**config.mk**
```make
export PLATFORM = sky130hd
export DESIGN_NAME = banked_addr_gen
export DESIGN_NICKNAME = d
export VERILOG_FILES = /design/src/rtl/banked_addr_pkg.sv /design/src/rtl/bank_cmd_decode.sv /design/src/rtl/bank_reg.sv /design/src/rtl/addr_form.sv /design/src/rtl/sfr_detect.sv /design/src/rtl/banked_addr_gen.sv
export SDC_FILE = /design/constraint.sdc
export NUM_CORES = 1
export LEC_CHECK = 0
export BUFFER_PORTS_ARGS = -buffer_cell sky130_fd_sc_hd__buf_2
export CAP_MARGIN = 5
export CELL_PAD_IN_SITES_DETAIL_PLACEMENT = 1
export CELL_PAD_IN_SITES_GLOBAL_PLACEMENT = 2
export CORE_MARGIN = 2
export CORE_UTILIZATION = 13
export CTS_CLUSTER_DIAMETER = 80
export DETAILED_ROUTE_END_ITERATION = 8
export PLACE_DENSITY_LB_ADDON = 0.1
export SYNTH_ARGS = -nofsm -noshare
export SYNTH_HDL_FRONTEND = slang
export SYNTH_SLANG_ARGS = --single-unit
```
**constraint.sdc**
```tcl
create_clock -name clk -period 3 [get_ports clk]
set_clock_uncertainty 0.2 [all_clocks]
set_input_delay 0.45 -clock clk [delete_from_list [all_inputs] [get_ports clk]]
set_output_delay 0.45 -clock clk [all_outputs]
set_load 0.05 [all_outputs]
```
**src/rtl/banked_addr_pkg.sv**
```systemverilog
package banked_addr_pkg;

    localparam int BANK_W  = 4;
    localparam int FIELD_W = 8;
    localparam int CMD_W   = 16;
    localparam int ADDR_W  = BANK_W + FIELD_W;

    // Upper bits of a load-bank command; low BANK_W bits carry the literal.
    localparam int OPC_W = CMD_W - BANK_W;
    localparam logic [OPC_W-1:0] LOAD_BANK_OPC = OPC_W'(12'h010);

    // First address of the special-function region (top half of last bank).
    localparam logic [ADDR_W-1:0] SFR_BASE =
        ADDR_W'((1 << ADDR_W) - (1 << (FIELD_W - 1)));

    localparam logic [BANK_W-1:0] BANK_RESET = '0;

    typedef struct packed {
        logic [BANK_W-1:0] bank;
    } bank_state_t;

endpackage

```
**src/rtl/bank_cmd_decode.sv**
```systemverilog
module bank_cmd_decode
    import banked_addr_pkg::*;
(
    input  logic              instr_valid,
    input  logic [CMD_W-1:0]  instr_word,
    output logic              load_en,
    output logic [BANK_W-1:0] load_lit
);

    logic [OPC_W-1:0] opc;

    always_comb begin
        opc      = instr_word[CMD_W-1:BANK_W];
        load_lit = instr_word[BANK_W-1:0];
        load_en  = instr_valid && (opc == LOAD_BANK_OPC);
    end

endmodule

```
**src/rtl/bank_reg.sv**
```systemverilog
module bank_reg
    import banked_addr_pkg::*;
(
    input  logic              clk,
    input  logic              rst_n,
    input  logic              load_en,
    input  logic [BANK_W-1:0] load_lit,
    output logic [BANK_W-1:0] bank_q
);

    bank_state_t state_d;
    bank_state_t state_q;

    always_comb begin
        state_d = state_q;
        if (load_en) begin
            state_d.bank = load_lit;
        end
    end

    always_ff @(posedge clk or negedge rst_n) begin
        if (!rst_n) begin
            state_q.bank <= BANK_RESET;
        end else begin
            state_q <= state_d;
        end
    end

    assign bank_q = state_q.bank;

endmodule

```
**src/rtl/addr_form.sv**
```systemverilog
module addr_form
    import banked_addr_pkg::*;
(
    input  logic               access_sel,
    input  logic [FIELD_W-1:0] file_field,
    input  logic [BANK_W-1:0]  bank_q,
    output logic [ADDR_W-1:0]  addr
);

    logic              upper_half;
    logic [BANK_W-1:0] window_bank;

    always_comb begin
        // Fixed window: the field's top bit selects the first or last bank.
        upper_half  = file_field[FIELD_W-1];
        window_bank = {BANK_W{upper_half}};
        if (access_sel) begin
            addr = {bank_q, file_field};
        end else begin
            addr = {window_bank, file_field};
        end
    end

endmodule

```
**src/rtl/sfr_detect.sv**
```systemverilog
module sfr_detect
    import banked_addr_pkg::*;
(
    input  logic [ADDR_W-1:0] addr,
    output logic              in_sfr
);

    always_comb begin
        in_sfr = (addr >= SFR_BASE);
    end

endmodule

```
**src/rtl/banked_addr_gen.sv**
```systemverilog
module banked_addr_gen
    import banked_addr_pkg::*;
(
    input  logic               clk,
    input  logic               rst_n,
    input  logic               instr_valid,
    input  logic [CMD_W-1:0]   instr_word,
    input  logic [FIELD_W-1:0] file_field,
    input  logic               access_sel,
    output logic [BANK_W-1:0]  bank_value,
    output logic [ADDR_W-1:0]  data_addr,
    output logic               sfr_region
);

    logic              load_en;
    logic [BANK_W-1:0] load_lit;
    logic [BANK_W-1:0] bank_q;
    logic [ADDR_W-1:0] addr;

    bank_cmd_decode dec_i (
        .instr_valid (instr_valid),
        .instr_word  (instr_word),
        .load_en     (load_en),
        .load_lit    (load_lit)
    );

    bank_reg breg_i (
        .clk      (clk),
        .rst_n    (rst_n),
        .load_en  (load_en),
        .load_lit (load_lit),
        .bank_q   (bank_q)
    );

    addr_form form_i (
        .access_sel (access_sel),
        .file_field (file_field),
        .bank_q     (bank_q),
        .addr       (addr)
    );

    sfr_detect sfr_i (
        .addr   (addr),
        .in_sfr (sfr_region)
    );

    assign bank_value = bank_q;
    assign data_addr  = addr;

endmodule

```
==> run_results.csv, run 1 <==
group,metric,value,unit
sta,rsz_0062_raised_after_global_routing,"no",
routing,detail_route.wl_per_cell,11.6,um
worst_setup_path,cp_max_fo,5,
routing,detail_route.wirelength,1.00,mm
run_status,status,"complete, no violations",
sta,final_max_slew_viol_count,0,
pwr,vdd_drop_max,0.260,mV
routing,drc,0,
die,fp.dieArea,2840,um^2
final_layout,layout-area-overhead-vs-synth,50.0,%
min_path,min_path_cells,2,
worst_setup_path,crit_arrival,1340,ps
pwr,switchingPower,0.0448,mW
pwr,p_seq_share,34.3,%
worst_setup_path,worst-r2r-cell-count,1,
die,floorplan.initialDensity,14.0,%
sta,setup_total_negative_slack,0,ps
die,floorplan.die.width,53.3,um
worst_setup_path,critical_path_capture_point_type,"primary output",
routing,dr_total_vias,326,
sta,maxSlewHeadroom,83.2,%
clock_network,postCtsResizedCells,0,
routing,final_ant_viol_nets,0,
min_path,hp-class,"in2reg",
die,core-area,2250,um^2
worst_setup_path,path_cells,"buf_2, nand2b_1, o21ai_0, and4_1, buf_2",
pwr,power_frac_clock,40.5,%
die,num_io_pins,45,
clock_network,clock_transition_time_at_the_flip_flop_clock_pins_of_the_worst_setup_and_hold_paths,40,ps
placed_design,port_bufs,30,
final_layout,antenna_diode_instance_count,0,
worst_setup_path,timing.critical_path.slowest_cell_delay,250,ps
flow_run,maxcap_violations,0,
sta,worst_pin_slew,254,ps
pwr,cellLeakagePower,0.283,nW
clock_network,clock_tree.root_cell,"sky130_fd_sc_hd__clkbuf_4",
logic_synthesis,synth_area,315,um^2
final_layout,final_common_cell,"sky130_fd_sc_hd__buf_2",
clock_network,cts_inserted_buffers,3,
worst_setup_path,setup.worst_path.start,"access_sel",
final_layout,number_of_flip_flops_in_the_largest_register,4,
worst_setup_path,crit_path_start_kind,"input pin",
placed_design,hpwlAfterDp,863,um
global_routing,grt_pass1_vias,362,
final_layout,design.final.nets,88,
sta,achievable-frequency,503,MHz
die,rows,17,
logic_synthesis,synth_warnings,0,
min_path,hold_start,"instr_word[0]",
die,die_height,53.3,um
sta,finalHoldViolCount,0,
global_routing,gr-usage-all-layers,7.58,%
sta,setup_violations,0,
logic_synthesis,synthesis.instances,32,
clock_network,clk_path_buf_depth,2,
placed_design,post-place-cells,82,
global_routing,globalRouteOverflowTotal,0,
pwr,power.share.switching,28.0,%
routing,drt_pre_antenna_iters,2,
logic_synthesis,avgSynthCellArea,9.85,um^2
sta,post-route-min-period,1990,ps
clock_network,hold_buffer_count_at_cts,1,
logic_synthesis,synth-seq-cells,4,
logic_synthesis,post_synthesis_net_count,60,
global_routing,antenna_found_initial,0,
routing,avgViaCountPerCell,3.79,
clock_network,cts_tree,"done",
worst_setup_path,worst-setup-path-type,"in2out",
clock_network,clk-insertion-delay-late,230,ps
clock_network,cts.htree.levels,1,
global_routing,grt_start_max_net_pins,6,
pwr,gate_power_share,25.2,%
worst_setup_path,dominant_cell_type_by_count_on_the_critical_path,"sky130_fd_sc_hd__buf_2",
placed_design,final_estimated_routing_congestion_in_global_placement,0.689,
logic_synthesis,ys_seq_area_share,31.7,%
worst_setup_path,beginning_of_the_worst_register_to_register_path,"breg_i.bank_q[3]",
clock_network,post-cts-setup-buffers,0,
sta,layout_worst_path_cycle_share,66.3,%
final_layout,drive_gt1_share,69.0,%
pwr,power_report.internal_total,0.115,mW
worst_setup_path,worstPathRequired,2350,ps
logic_synthesis,post_synth_num_cell_types,12,
final_layout,most-common-layout-cells,"sky130_fd_sc_hd__buf_2 (30), sky130_fd_sc_hd__nand2_1 (8), sky130_fd_sc_hd__mux2_2 (4), sky130_fd_sc_hd__dfrtp_1 (4), sky130_fd_sc_hd__clkbuf_4 (3)",
clock_network,clock_sink_count,4,
pwr,power.density_cell_area,337,nW/um^2
final_layout,stdcell_count,86,
global_routing,grt_first_pass_wirelength,1.53,mm
routing,dr.first_iter.drc_count,1,
worst_setup_path,timing.critical_path.slowest_stage_cell,"sky130_fd_sc_hd__buf_2",
==> critical path, delay by kind of cell <==
family	cells	cell delay, ps
AO/OA/AOI/OAI	1	100
AND/OR/NAND/NOR	2	400
buffers and inverters	2	380
==> per-layer routing <==
layer,vias to the layer above,track usage [%],wire length [um]
li1,156,-,-
met1,145,6.84,332
met2,15,13.6,519
met3,10,2.54,117
met4,0,5.98,32
met5,-,0,0
==> worst paths after layout <==
| kind | to | slack, ps |
|---|---|---|
| max | sfr_region | 1010 |
| min | breg_i.bank_q[0] | 260 |
| max reg2reg | breg_i.bank_q[3] | 2020 |
| min reg2reg | breg_i.bank_q[0] | 330 |
| max in group asynchronous | breg_i.bank_q[1] | 2130 |
| min in group asynchronous | breg_i.bank_q[0] | 350 |
==> cells by family (layout without fill, tap and decap cells) <==
kind of cell / after synthesis / after routing / synth area share, %
compound gates: 1 / 1 / 1.59
buf+inv: 8 / 34 / 19.0
flops: 4 / 4 / 31.7
mux: 4 / 4 / 14.3
simple gates: 15 / 15 / 33.3
==> Yosys cell counts <==
master | count | area share (%)
sky130_fd_sc_hd__nor3_1 | 1 | 1.6
sky130_fd_sc_hd__nor4b_2 | 1 | 4.8
sky130_fd_sc_hd__dfrtp_1 | 4 | 32
sky130_fd_sc_hd__and4_1 | 1 | 2.8
sky130_fd_sc_hd__o21ai_0 | 1 | 1.6
sky130_fd_sc_hd__nand2b_1 | 1 | 2.0
sky130_fd_sc_hd__nand4_2 | 1 | 4.0
sky130_fd_sc_hd__nor4b_4 | 1 | 7.5
sky130_fd_sc_hd__mux2_2 | 4 | 14
sky130_fd_sc_hd__nor2_1 | 1 | 1.2
sky130_fd_sc_hd__nand2_1 | 8 | 9.5
sky130_fd_sc_hd__buf_4 | 8 | 19
==> power by group through the flow <==
stage | sequential (mW) | clock, mW | combinational, mW
CTS | 0.0547 | 0.0684 | 0.0410
global route | 0.0547 | 0.0729 | 0.0440
floorplan | 0.0562 | 0 | 0.0452
detailed placement | 0.0554 | 0 | 0.0399
finish | 0.0547 | 0.0647 | 0.0403
global placement | 0.0554 | 0 | 0.0400
==> through the flow <==
stage	utilization [%]	setup WS, ps	total power, mW	instance area [um^2]	hold slack [ps]
final	21.0	1010	0.160	473	255
after global routing	21.0	967	0.171	473	249
after CTS	21.0	1010	0.164	473	248
after detailed placement	19.5	1010	0.0953	440	60.3
after global placement	19.5	1030	0.0954	440	61.7
after floorplan	-	687	0.101	315	-45.6
==> area by class of cell <==
type                            instances  area, um^2
Clock buffer                            3        22.5
Multi-Input combinational cell         20         155
Tap cell                               28        35.0
Sequential cell                         4         100
Timing Repair Buffer                   31         160
Fill cell                             289        1780
Note: power is estimated with default switching activity, not from simulation.
==> inputs of run 2 (changes only) <==
--- a/config.mk
+++ b/config.mk
@@ -5,6 +5,7 @@
 export SDC_FILE = /design/constraint.sdc
 export NUM_CORES = 1
 export LEC_CHECK = 0
+export ABC_AREA = 1
 export BUFFER_PORTS_ARGS = -buffer_cell sky130_fd_sc_hd__buf_2
 export CAP_MARGIN = 5
 export CELL_PAD_IN_SITES_DETAIL_PLACEMENT = 1
==> constraint.sdc (replaced) <==
create_clock -name clk -period 1.9 [get_ports clk]
set_clock_uncertainty 0.2 [all_clocks]
set_input_delay 0.285 -clock clk [delete_from_list [all_inputs] [get_ports clk]]
set_output_delay 0.285 -clock clk [all_outputs]
set_load 0.05 [all_outputs]
==> run 2 against run 1 <==
Compared with the run above:
- critical path depth unchanged
- area after synthesis increased by 15%
- synthesized cell count increased by 56%
- setup slack got worse by 790 ps
- clock-buffer cell count unchanged
- via count increased by 22%
- register-to-register slack got worse by 950 ps
- sequential share of layout area decreased by 2.0 points
- largest cell class is now multi-input gates
- die area increased by 14%
==> run_results.csv, run 2 <==
group,metric,value,unit
run_status,status,"complete, no violations",
global_routing,grt_pass1_vias,440,
die,floorplan.initialDensity,13.4,%
clock_network,postCtsResizedCells,0,
logic_synthesis,ys_seq_area_share,27.5,%
final_layout,register_area,105,um^2
die,die_height,56.9,um
routing,drt_pre_antenna_iters,2,
logic_synthesis,synth-seq-cells,4,
routing,dr.first_iter.drc_count,4,
sta,maxSlewHeadroom,82.9,%
pwr,vdd_drop_max,0.118,mV
min_path,hp-class,"in2reg",
logic_synthesis,post_synthesis_net_count,78,
placed_design,pre_cts_slack,269,ps
logic_synthesis,synth_most_common_cell,"sky130_fd_sc_hd__nand2_1",
sta,final_max_slew_viol_count,0,
sta,finalHoldViolCount,0,
flow_run,maxcap_violations,0,
final_layout,antenna_diode_instance_count,0,
final_layout,multi_input_gate_area_in_the_final_layout,214,um^2
sta,setup_slack,222,ps
pwr,power.density_cell_area,478,nW/um^2
clock_network,cts_inserted_buffers,3,
logic_synthesis,synthesis.instances,50,
final_layout,fillerInstances,354,
worst_setup_path,cp_max_fo,3,
worst_setup_path,timing.critical_path.slowest_stage_cell,"sky130_fd_sc_hd__dfrtp_2",
die,num_io_pins,45,
worst_setup_path,crit_arrival,1190,ps
logic_synthesis,avgSynthCellArea,7.28,um^2
die,core-area,2710,um^2
logic_synthesis,synth-edff-count,0,
worst_setup_path,worst-path-stages,5,
logic_synthesis,yosys-top-cells-count,"sky130_fd_sc_hd__nand2_1 (20), sky130_fd_sc_hd__buf_4 (8), sky130_fd_sc_hd__nand3_1 (5), sky130_fd_sc_hd__nor2_1 (5), sky130_fd_sc_hd__dfrtp_1 (4)",
sta,layout_worst_path_cycle_share,88.3,%
final_layout,design.final.nets,106,
sta,setup_violations,0,
clock_network,clock_transition_time_at_the_flip_flop_clock_pins_of_the_worst_setup_and_hold_paths,30,ps
sta,rsz_0062_raised_after_global_routing,"no",
routing,detail_route.wirelength,1.01,mm
worst_setup_path,critical_path_capture_point_type,"primary output",
sta,worst_pin_slew,259,ps
worst_setup_path,worst-r2r-cell-count,2,
sta,setup_total_negative_slack,0,ps
pwr,cellLeakagePower,0.357,nW
worst_setup_path,worst-setup-path-type,"reg2out",
logic_synthesis,synth_warnings,0,
final_layout,final_common_cell,"sky130_fd_sc_hd__buf_2",
worst_setup_path,timing.critical_path.max_delay_family,"flip-flops",
placed_design,port_bufs,30,
final_layout,drive_gt1_share,65.8,%
routing,drc,0,
logic_synthesis,post_synth_main_area_contributors,"sky130_fd_sc_hd__dfrtp_1 (27%), sky130_fd_sc_hd__nand2_1 (21%), sky130_fd_sc_hd__buf_4 (16%)",
worst_setup_path,crit_path_start_kind,"flip-flop",
logic_synthesis,post_synth_num_cell_types,10,
clock_network,cts.htree.levels,1,
placed_design,final_estimated_routing_congestion_in_global_placement,0.736,
routing,final_ant_viol_nets,0,
global_routing,globalRouteOverflowTotal,0,
clock_network,post-cts-setup-buffers,0,
sta,post-route-min-period,1680,ps
final_layout,finalCoreUtilization,20.2,%
worst_setup_path,path_cells,"nand2_1, nand2_2, nand3_1, nor2_4, buf_2",
final_layout,most-common-layout-cells,"sky130_fd_sc_hd__buf_2 (30), sky130_fd_sc_hd__nand2_1 (16), sky130_fd_sc_hd__nand3_1 (5)",
worst_setup_path,worstPathRequired,1410,ps
routing,avgViaCountPerCell,3.72,
final_layout,layout-area-overhead-vs-synth,50.5,%
final_layout,number_of_flip_flops_in_the_largest_register,4,
logic_synthesis,yosys.area.top_type_share,27.5,%
global_routing,antenna_found_initial,0,
clock_network,clk_path_buf_depth,2,
routing,detail_route.wl_per_cell,9.48,um
worst_setup_path,timing.critical_path.slowest_cell_delay,360,ps
die,fp.dieArea,3240,um^2
pwr,report.power.total,0.262,mW
clock_network,cts_tree,"done",
worst_setup_path,critical_path_buf_inv_count,1,
logic_synthesis,synthDominantAreaCellType,"sky130_fd_sc_hd__dfrtp_1",
sta,achievable-frequency,596,MHz
global_routing,gr-usage-all-layers,7.20,%
die,rows,19,
clock_network,clk-insertion-delay-late,230,ps
clock_network,clock_tree.root_cell,"sky130_fd_sc_hd__clkbuf_4",
routing,dr_total_vias,398,
logic_synthesis,synth_async_sr_flop_share,100,%
placed_design,hpwlAfterDp,953,um
sta,fin_hold_ws,94.1,ps
min_path,min_path_cells,3,
logic_synthesis,synth_area,364,um^2
worst_setup_path,timing.reg2reg.setup_slack,1070,ps
logic_synthesis,ys_dominant_reg_cell,"sky130_fd_sc_hd__dfrtp_1",
global_routing,grt_start_max_net_pins,6,
global_routing,grt_first_pass_wirelength,1.74,mm
die,floorplan.die.width,56.9,um
clock_network,clock_sink_count,4,
run 2: worst reg2reg max path: stages (launching register included):
cell and delay (ps):
sky130_fd_sc_hd__dfrtp_2 410, sky130_fd_sc_hd__nand2_1 70, sky130_fd_sc_hd__nand2_1 40
run 2: cells by family (layout without fill, tap and decap cells):
family,after synthesis,in the layout,synth area share (%)
buf+inv,10,36,18.6
flops,4,4,27.5
simple gates,36,36,54.0
run 2: area by class of cell:
type                            instances  area share, %
Multi-Input combinational cell         36           39.0
Timing Repair Buffer                   31           29.2
Sequential cell                         4           19.2
Tap cell                               31           7.08
Clock buffer                            3           4.11
Inverter                                2           1.37
run 2: timing repair:
item / CTS / global route
hold buffers: 1 / 0
endpoints found under the setup margin: 0 / 0
hold endpoints to repair: 4 / 0
run 2: final timing paths:
path / from / to
setup / recovery: breg_i.bank_q[0] / sfr_region
hold / removal: instr_word[0] / breg_i.bank_q[0]
setup reg to reg: breg_i.bank_q[3] / breg_i.bank_q[3]
hold reg to reg: breg_i.bank_q[1] / breg_i.bank_q[1]
max in group asynchronous: rst_n / breg_i.bank_q[0]
min in group asynchronous: rst_n / breg_i.bank_q[1]
run 2: metrics by stage:
stage / instance area [um^2] / instances
final: 548 / 107
after detailed placement: 515 / 103
after floorplan: 387 / 50
after global placement: 515 / 103
after global routing: 548 / 107
after CTS: 548 / 107
run 2: where the power goes:
group | internal, mW | switching (mW) | leakage, nW | total, mW
Clock | 0.0705 | 0.0329 | 0.0138 | 0.103
Combinational | 0.0263 | 0.0458 | 0.294 | 0.0721
Sequential | 0.0861 | 0.000321 | 0.0492 | 0.0864
run 2: layer usage:
metal | GRT usage (%) | vias to the layer above | part of all wire, %
met1 | 7.25 | 171 | 37
met2 | 12.2 | 25 | 49
li1 | - | 198 | -
met5 | 0 | - | 0
met3 | 1.38 | 4 | 12
met4 | 6.98 | 0 | 3.0
==> inputs of run 3 (changes only) <==
--- a/config.mk
+++ b/config.mk
@@ -14,6 +14,7 @@
 export CORE_UTILIZATION = 13
 export CTS_CLUSTER_DIAMETER = 80
 export DETAILED_ROUTE_END_ITERATION = 8
+export MAX_ROUTING_LAYER = met4
 export PLACE_DENSITY_LB_ADDON = 0.1
 export SYNTH_ARGS = -nofsm -noshare
 export SYNTH_HDL_FRONTEND = slang
==> run 3 against run 2 <==
Compared with the run above:
- flip-flop and latch count is the same
- hold slack did not move
- critical endpoint unchanged
- first-iteration DRC count unchanged
- sequential share of layout area did not move
- combinational power about the same
- sequential power is essentially flat
- largest cell class unchanged
- fmax stayed put
- register-to-register slack about the same
==> run_results.csv, run 3 (synthesized netlist as in run 2, its figures left out) <==
group,metric,value,unit
global_routing,gr-usage-all-layers,7.42,%
pwr,power_report.internal_total,0.183,mW
pwr,vdd_drop_max,0.118,mV
flow_run,maxcap_violations,0,
final_layout,antenna_diode_instance_count,0,
sta,layout_worst_path_cycle_share,88.3,%
pwr,cellLeakagePower,0.357,nW
sta,rsz_0062_raised_after_global_routing,"no",
final_layout,final_area,548,um^2
final_layout,most-common-layout-cells,"sky130_fd_sc_hd__buf_2 (30), sky130_fd_sc_hd__nand2_1 (16), sky130_fd_sc_hd__nand3_1 (5)",
routing,dr_total_vias,398,
pwr,report.power.total,0.262,mW
global_routing,grt_first_pass_wirelength,1.74,mm
sta,finalHoldViolCount,0,
pwr,switchingPower,0.0790,mW
sta,post-route-min-period,1680,ps
pwr,power.density_cell_area,478,nW/um^2
worst_setup_path,setup.worst_path.start,"breg_i.bank_q[0]",
die,fp.dieArea,3240,um^2
die,num_io_pins,45,
die,rows,19,
worst_setup_path,cp_max_fo,3,
final_layout,final_common_cell,"sky130_fd_sc_hd__buf_2",
placed_design,post-place-cells,103,
sta,setup_violations,0,
clock_network,clk-insertion-delay-late,230,ps
final_layout,drive_gt1_share,65.8,%
pwr,p_seq_share,33.0,%
min_path,hp-class,"in2reg",
final_layout,multi_input_gate_area_in_the_final_layout,214,um^2
global_routing,grt_start_max_net_pins,6,
die,die_height,56.9,um
worst_setup_path,worstPathRequired,1410,ps
worst_setup_path,crit_path_start_kind,"flip-flop",
sta,worst_pin_slew,259,ps
sta,achievable-frequency,596,MHz
worst_setup_path,worst-setup-path-type,"reg2out",
routing,avgViaCountPerCell,3.72,
final_layout,stdcell_count,107,
routing,dr.first_iter.drc_count,4,
clock_network,post-cts-setup-buffers,0,
die,core-area,2710,um^2
global_routing,grt_pass1_vias,440,
die,floorplan.die.width,56.9,um
sta,maxSlewHeadroom,82.9,%
placed_design,final_estimated_routing_congestion_in_global_placement,0.745,
clock_network,clk_path_buf_depth,2,
pwr,gate_power_share,27.5,%
placed_design,port_bufs,30,
routing,detail_route.wl_per_cell,9.48,um
min_path,hold_start,"instr_word[0]",
run_status,status,"complete, no violations",
worst_setup_path,critical_path_capture_point_type,"primary output",
clock_network,cts_inserted_buffers,3,
routing,drc,0,
sta,final_max_slew_viol_count,0,
worst_setup_path,timing.reg2reg.setup_slack,1070,ps
pwr,power.share.switching,30.2,%
routing,final_ant_viol_nets,0,
global_routing,globalRouteOverflowTotal,0,
clock_network,cts_tree,"done",
global_routing,antenna_found_initial,0,
clock_network,clock_sink_count,4,
clock_network,hold_buffer_count_at_cts,1,
sta,setup_total_negative_slack,0,ps
worst_setup_path,crit_arrival,1190,ps
die,floorplan.initialDensity,13.4,%
clock_network,clock_transition_time_at_the_flip_flop_clock_pins_of_the_worst_setup_and_hold_paths,30,ps
worst_setup_path,beginning_of_the_worst_register_to_register_path,"breg_i.bank_q[3]",
pwr,power_frac_clock,39.5,%
final_layout,fillerInstances,354,
placed_design,hpwlAfterDp,953,um
clock_network,clock_tree.root_cell,"sky130_fd_sc_hd__clkbuf_4",
final_layout,number_of_flip_flops_in_the_largest_register,4,
final_layout,design.final.nets,106,
clock_network,cts.htree.levels,1,
final_layout,register_area,105,um^2
placed_design,postPlaceCellArea,515,um^2
clock_network,postCtsResizedCells,0,
routing,detail_route.wirelength,1.01,mm
routing,drt_pre_antenna_iters,2,
final_layout,layout-area-overhead-vs-synth,50.5,%
## run 3: cell counts in the layout (fill, tap and decap cells not counted)
No cell type changed its count.
## run 3: per-stage QoR
step / hold WS, ps / utilization, % / setup slack, ps
finish: 94.1 / 20.2 / 222
detailed placement: -103 / 19.0 / 269
CTS: 94.4 / 20.2 / 188
global route: 109 / 20.2 / 112
global placement: -104 / 19.0 / 291
floorplan: -211 / - / 109
## run 3: worst paths after layout
path                                    end  cells after the start
hold reg to reg            breg_i.bank_q[1]                      2
hold / removal             breg_i.bank_q[0]                      3
max in group asynchronous  breg_i.bank_q[0]                      2
setup reg to reg           breg_i.bank_q[3]                      2
setup / recovery                 sfr_region                      5
min in group asynchronous  breg_i.bank_q[1]                      2
## run 3: area by class of cell
type | count | share of cell area, %
clock buffer | 3 | 4.11
inverter | 2 | 1.37
multi-input combinational | 36 | 39.0
sequential | 4 | 19.2
tap | 31 | 7.08
timing repair buffer | 31 | 29.2
## run 3: worst max-delay path, cell delays in order (launching register included)
cell and delay, ps:
sky130_fd_sc_hd__dfrtp_2 360, sky130_fd_sc_hd__nand2_1 70, sky130_fd_sc_hd__nand2_2 80, sky130_fd_sc_hd__nand3_1 100, sky130_fd_sc_hd__nor2_4 80, sky130_fd_sc_hd__buf_2 260
## run 3: per-layer routing
metal,GRT usage (%),part of all wire (%)
met1,7.53,38
met2,12.2,49
met3,0.922,10
met4,6.98,3.0
met5,-,0
## run 3: power by group through the flow
stage | registers [mW] | logic [mW] | clock network, mW
after floorplan | 0.0887 | 0.0810 | 0
after global routing | 0.0864 | 0.0786 | 0.115
after global placement | 0.0875 | 0.0711 | 0
final | 0.0864 | 0.0721 | 0.103
after CTS | 0.0865 | 0.0736 | 0.108
after detailed placement | 0.0875 | 0.0719 | 0
